**src/rtl/corner_pkg.sv**
```systemverilog
package corner_pkg;
    typedef enum logic {
        MODE_AUTO   = 1'b0,
        MODE_MANUAL = 1'b1
    } mode_e;

    typedef struct packed {
        logic up;
        logic down;
        logic left;
        logic right;
    } dir_t;
endpackage

```
**src/rtl/frame_tick.sv**
```systemverilog
module frame_tick (
    input  logic clk,
    input  logic rst_n,
    input  logic vsync,
    output logic tick
);
    logic vs_q;

    always_ff @(posedge clk) begin
        if (!rst_n) vs_q <= 1'b1;
        else        vs_q <= vsync;
    end

    assign tick = vsync & ~vs_q;
endmodule

```
**src/rtl/corner_step.sv**
```systemverilog
module corner_step #(
    parameter int XW     = 10,
    parameter int YW     = 9,
    parameter int SCR_W  = 640,
    parameter int SCR_H  = 480,
    parameter int STEP_X = 4,
    parameter int STEP_Y = 4
) (
    input  corner_pkg::dir_t dir,
    input  logic [XW-1:0]    cur_x,
    input  logic [YW-1:0]    cur_y,
    output logic [XW-1:0]    nxt_x,
    output logic [YW-1:0]    nxt_y
);
    localparam logic [XW-1:0] SX    = XW'(STEP_X);
    localparam logic [YW-1:0] SY    = YW'(STEP_Y);
    localparam logic [XW-1:0] LIM_X = XW'(SCR_W - STEP_X);
    localparam logic [YW-1:0] LIM_Y = YW'(SCR_H - STEP_Y);

    always_comb begin
        nxt_x = cur_x;
        nxt_y = cur_y;
        if (dir.up) begin
            if (cur_y >= SY) nxt_y = cur_y - SY;
        end else if (dir.down) begin
            if (cur_y <= LIM_Y) nxt_y = cur_y + SY;
        end else if (dir.left) begin
            if (cur_x >= SX) nxt_x = cur_x - SX;
        end else if (dir.right) begin
            if (cur_x <= LIM_X) nxt_x = cur_x + SX;
        end
    end
endmodule

```
**src/rtl/corner_editor.sv**
```systemverilog
module corner_editor #(
    parameter int XW     = 10,
    parameter int YW     = 9,
    parameter int NC     = 4,
    parameter int SCR_W  = 640,
    parameter int SCR_H  = 480,
    parameter int STEP_X = 4,
    parameter int STEP_Y = 4
) (
    input  logic                   clk,
    input  logic                   rst_n,
    input  logic                   vsync,
    input  logic                   btn_up,
    input  logic                   btn_down,
    input  logic                   btn_left,
    input  logic                   btn_right,
    input  logic                   override_req,
    input  logic [$clog2(NC)-1:0]  corner_sel,
    input  logic [NC*XW-1:0]       raw_x,
    input  logic [NC*YW-1:0]       raw_y,
    output logic [NC*XW-1:0]       corner_x,
    output logic [NC*YW-1:0]       corner_y,
    output logic [XW-1:0]          cursor_x,
    output logic [YW-1:0]          cursor_y
);
    import corner_pkg::*;

    localparam int SELW = $clog2(NC);

    mode_e state, state_nxt;
    logic  tick;
    logic  ovr_prev;
    logic  ovr_edge;
    logic  load_raw;
    logic  edit_en;
    dir_t  dir;

    logic [XW-1:0] cx [NC];
    logic [YW-1:0] cy [NC];

    frame_tick u_tick (
        .clk   (clk),
        .rst_n (rst_n),
        .vsync (vsync),
        .tick  (tick)
    );

    assign ovr_edge = override_req & ~ovr_prev;
    assign dir      = '{up: btn_up, down: btn_down, left: btn_left, right: btn_right};

    always_ff @(posedge clk) begin
        if (!rst_n)    ovr_prev <= 1'b0;
        else if (tick) ovr_prev <= override_req;
    end

    // state register
    always_ff @(posedge clk) begin
        if (!rst_n) state <= MODE_AUTO;
        else        state <= state_nxt;
    end

    // next state
    always_comb begin
        state_nxt = state;
        unique case (state)
            MODE_AUTO:   if (tick && ovr_edge) state_nxt = MODE_MANUAL;
            MODE_MANUAL: if (tick && ovr_edge) state_nxt = MODE_AUTO;
            default:     state_nxt = MODE_AUTO;
        endcase
    end

    // output control decoded from state
    always_comb begin
        load_raw = 1'b0;
        edit_en  = 1'b0;
        unique case (state)
            MODE_AUTO:   load_raw = tick;
            MODE_MANUAL: begin
                load_raw = tick & ovr_edge;
                edit_en  = tick & ~ovr_edge;
            end
            default:     load_raw = tick;
        endcase
    end

    for (genvar k = 0; k < NC; k++) begin : g_corner
        logic [XW-1:0] nx;
        logic [YW-1:0] ny;
        logic          picked;

        assign picked = (corner_sel == SELW'(k));

        corner_step #(
            .XW(XW), .YW(YW), .SCR_W(SCR_W), .SCR_H(SCR_H),
            .STEP_X(STEP_X), .STEP_Y(STEP_Y)
        ) u_step (
            .dir   (dir),
            .cur_x (cx[k]),
            .cur_y (cy[k]),
            .nxt_x (nx),
            .nxt_y (ny)
        );

        always_ff @(posedge clk) begin
            if (!rst_n) begin
                cx[k] <= '0;
                cy[k] <= '0;
            end else if (load_raw) begin
                cx[k] <= raw_x[k*XW +: XW];
                cy[k] <= raw_y[k*YW +: YW];
            end else if (edit_en && picked) begin
                cx[k] <= nx;
                cy[k] <= ny;
            end
        end

        assign corner_x[k*XW +: XW] = cx[k];
        assign corner_y[k*YW +: YW] = cy[k];
    end

    assign cursor_x = cx[corner_sel];
    assign cursor_y = cy[corner_sel];
endmodule

```
**config.mk**
```make
export PLATFORM = sky130hd
export DESIGN_NAME = corner_editor
export DESIGN_NICKNAME = d
export VERILOG_FILES = /design/src/rtl/corner_pkg.sv /design/src/rtl/frame_tick.sv /design/src/rtl/corner_step.sv /design/src/rtl/corner_editor.sv
export SDC_FILE = /design/constraint.sdc
export NUM_CORES = 1
export LEC_CHECK = 0
export BUFFER_PORTS_ARGS = -buffer_cell sky130_fd_sc_hd__buf_2
export CAP_MARGIN = 5
export CORE_MARGIN = 2
export CORE_UTILIZATION = 54
export CTS_BUF_LIST = sky130_fd_sc_hd__clkbuf_4 sky130_fd_sc_hd__clkbuf_8
export DETAILED_ROUTE_END_ITERATION = 16
export PLACE_DENSITY = 0.88
export RECOVER_POWER = 25
export SYNTH_ARGS = -nofsm -noshare
export SYNTH_HDL_FRONTEND = slang
export SYNTH_SLANG_ARGS = --single-unit
```
**constraint.sdc**
```tcl
create_clock -name clk -period 2.4 [get_ports clk]
set_input_delay 0.12 -clock clk [delete_from_list [all_inputs] [get_ports clk]]
set_output_delay 0.12 -clock clk [all_outputs]
set_load 0.02 [all_outputs]
```
# After elaboration in Yosys (flattened, before gate mapping)
# Memories as Yosys holds them, arrays and structs flattened.
# Index checks and enable logic that the tools add are counted.
[op_classes]
n_lt_le_gt_ge = 16
eq_ne = 3
add_sub_neg = 16
bitwise_logic = 24
reduce_logical = 6
n_mux = 81
[op_table]
columns = ["operator", "n"]
rows = [
  ["$mux 10", 32],
  ["$mux 9", 24],
  ["$add 10x3->10 const B", 4],
  ["$ge 10x3->1 const B", 4],
  ["$le 10x10->1 const B", 4],
  ["$sub 10x3->10 const B", 4],
  ["$add 9x3->9 const B", 4],
  ["$ge 9x3->1 const B", 4],
  ["$le 9x9->1 const B", 4],
  ["$sub 9x3->9 const B", 4],
  ["$mux 1", 23],
  ["$or 1x1->1", 16],
  ["$logic_and 1x1->1", 5],
  ["$and 1x1->1", 4],
  ["$eq 2x2->1 const B", 2],
  ["$not 1->1", 4],
  ["$pmux 1 s2", 2],
  ["$eq 2x1->1 const B", 1],
  ["$logic_not 2->1", 1],
]
[totals]
ram_bits = 76
output_inout_bits = 95
memories = 2
in_bits = 86
wordCells = 151
reg_bits = 3
[mem_list]
columns = ["name", "words", "word_bits", "read_ports", "rd_ports_with_merged_regs", "write_ports", "line_no", "text"]
rows = [
  ["cx", 4, 10, 5, 0, 4, "corner_editor.sv:38", "logic [XW-1:0] cx [NC];"],
  ["cy", 4, 9, 5, 0, 4, "corner_editor.sv:39", "logic [YW-1:0] cy [NC];"],
]

# Longest topological paths before layout
[depth]
word_depth = 11
mapped_depth = 7

# By module
# A second synthesis with hierarchy kept.
[unflattened]
cells_unflattened = 898
hier_area_um2 = 8042.7
[by_module_without_submodules]
columns = ["mod", "cells_per_inst", "area_per_inst_um2", "n_inst", "seq_area_each_um2"]
rows = [
  ["corner_editor", 401, 4398.0, 1, 2322.2],
  ["corner_step at g_corner[0].u_step ...", 126, 915.9, 3, 0.0],
  ["corner_step at g_corner[3].u_step", 116, 857.1, 1, 0.0],
  ["frame_tick", 3, 40.0, 1, 20.0],
]

# Worst setup path after synthesis
# OpenSTA, ideal clock, no wires.
[synth_path]
path_kind = "reg2reg"
start = "mem cy[3][4]"
end = "mem cy[3][2], enable pin"
arrival_time_ns = 1.715
stages_incl_launch_ff = 5
setup_time_ns = 0.259
setup_slack_ns = 0.426
required_ns = 2.141
cell_sequence = "edfxtp_1 -> or4b_4 -> nor4_1 -> nor2_1 -> a31o_2"
[synth_lines]
columns = ["item", "line_no"]
rows = [
  ["start, declared", "corner_editor.sv:39"],
]

==> run metrics <==
dpl cell area between 6000 and 7000 um2; Synth Cell Area 5907 um2; DRC violations left 0; TritonCTS clock tree done; n_diodes 0; Final #Nets 853; Core ar. 10750 um2; clk sinks 79; Area growth syn-to-layout 20.06%; H-tree depth 3; synth top area cells edfxtp_1 39%, mux4_2 6.9%, ha_1 5.1%; Mean Syn Cell Area between 10 and 15 um2; initial antenna violation count 1; grt ovf 0; maximum vdd drop 314.7 uV; Setup-failing EPs final 0; Worst Clk Skew 0.01269 ns; chip width 108.6 um; Syn Inst Count 576; root buf cell clkbuf_8; PD cells 514.7 nW/um2; outcome completed; Yosys top cell area share 0.3864; final core utilization 0.6600; Final Instance Area slightly above 7000 um2; first-pass GRT wire length 27.70 mm; via count 5631; Data required, critical path approximately 2.5 ns; clock transition at the registers of the reported paths 0.09 ns; row cnt 38; Pwr Total approximately 3700 uW; max_slew headroom 0.5748; routed len/inst 20.45 um; register area share after synthesis 0.3965; unrepaired setup endpoints after global routing no; worst min-delay path class in -> reg; min Tclk post-route roughly 2.1 ns; setup TNS 0 ns; die area 11790 um2; period utilization 0.8682; Critical Path Sink Type register; Worst Max-Slew Pin Slew 0.6359 ns; Achievable Freq between 400 and 500 MHz; synth unique cells 64; Detailed Route WL 18.16 mm; TritonCTS buffer count 9; Leak 0.002785 uW; clk_lat worst skew 0.38 ns; final-report max-slew violation count 0; post-DR vias/cell around 6.3; Post-synth top flop edfxtp_1; Final Wtd Congestion 0.9454; max cap viols 0; EDFF count, synth 76; PortBufs 180; DRT Pass-1 Iters 5; CP arrival ~2.2 ns; Crit Path Max Fanout 8; GRT Resource Usage Total 0.3061; Max Root-Sink Buffers 2; Initial Utilization 0.5497; placed wire-length estimate 13.33 mm; FFs w/ async S/R, synth 0; final hold violation count 0; Syn. warnings 0; Yosys reg bits 79; Final ANT Viol Nets 0; Ports around 180; Crit Path Class reg -> reg; vias in the first global route around 5.5k; Synth Net Count around 700; DIE HEIGHT roughly 110 um; largest net degree at the start of global routing 57; DRT iter0 DRCs 555; startpoint types register; leading area contributor after synthesis edfxtp_1; layout cells sized above 1 0.2513
==> path summary, 6_finish.rpt <==
kind / startpoint / to / slack [ns] / cells past startpoint
setup / recovery: cy[3][4] / cy[3][3] / 0.32 / 4
hold / removal: raw_x[1] / cx[0][1] / 0.01 / 2
setup reg to reg: cy[3][4] / cy[3][3] / 0.32 / 4
hold reg to reg: ovr_prev / ovr_prev / 0.57 / 2
==> repair_timing <==
item / CTS / global route
gates resized for setup: 0 / 0
hold endpoints to repair: 1 / 0
hold buffers: 2 / 0
buffers inserted: 0 / 0
==> synth_stat cells (6+ instances only) <==
master    count
a21oi_1      11
a31o_2        8
a32oi_1       6
and2_1       20
and4b_1       6
buf_2        15
clkbuf_1     20
edfxtp_1     76
ha_1         24
inv_1        27
mux2i_1       7
mux4_2       18
nand2_1      63
nand3_1      12
nand3b_1      7
nor2_1       25
nor3_1        7
o21ai_0      60
o21ai_1       9
or3_1         8
xnor2_1      29
xor2_1       15
==> power by group <==
group          internal [uW]  switching (uW)
sequential              1590             153
clock                    635             519
combinational            312             438
==> layout make-up <==
class	count	area (um2)
Multi-Input combinational cell	433	3309
Inverter	27	101.3
Sequential cell	79	2342
Tap cell	140	175.2
Clock buffer	12	152.6
Clock inverter	4	70.07
Timing Repair Buffer	193	940.9
Fill cell	884	3654
==> stage by stage <==
stage	worst slack, ns	hold WS [ns]	instances
2_1_floorplan	0.4265	0.2215	576
3_3_place_gp	0.4516	0.3699	870
3_5_place_dp	0.3972	0.3709	870
4_1_cts	0.3784	0.007671	888
5_1_grt	0.1611	0.02033	888
6_report	0.3163	0.009596	888
==> critical path, cell delays in order (launching register included) <==
cell and delay (ns):
edfxtp_1 0.52, or4b_4 0.58, nor4_1 0.33, nor2_1 0.08, a31o_2 0.32
==> cell families (layout without fill, tap and decap cells) <==
logic type,after synthesis,count (layout),share of synthesized area
mux,27,27,0.08685
simple gates,205,205,0.2099
fa+ha+maj,24,24,0.05084
flops,79,79,0.3965
buf+inv,64,236,0.04448
compound gates,133,133,0.1462
xor+xnor,44,44,0.06524
==> per-layer routing <==
| layer | track usage | up-vias | part of all wire |
|---|---|---|---|
| met4 | 0.1346 | 2 | 0.035 |
| met2 | 0.4897 | 402 | 0.48 |
| li1 | - | 2505 | - |
| met5 | 0 | - | 0.00061 |
| met3 | 0.06028 | 63 | 0.11 |
| met1 | 0.4043 | 2659 | 0.38 |
==> cell usage in the layout (no fill, tap or decap), types with 6 or more instances in the layout <==
master    synthesis  routed
inv_1            27      27
a31o_2            8       8
or3_1             8       8
mux2i_1           7       7
xnor2_1          29      29
o21ai_0          60      60
nand2_1          63      63
clkbuf_1         20      60
and4b_1           6       6
and2_1           20      20
a32oi_1           6       6
clkbuf_8          0      10
mux4_2           18      18
buf_4             1      10
nand3b_1          7       7
nor2_1           25      25
xor2_1           15      15
buf_2            15     120
ha_1             24      24
nand3_1          12      12
edfxtp_1         76      76
nor3_1            7       7
a21oi_1          11      11
o21ai_1           9       9
==> sequential cells by signal, indices dropped and copies added (netlist names) <==
name	cells
ovr_prev	1
cy	36
state	1
u_tick.vs_q	1
cx	40
Note: power is estimated with default switching activity, not from simulation.
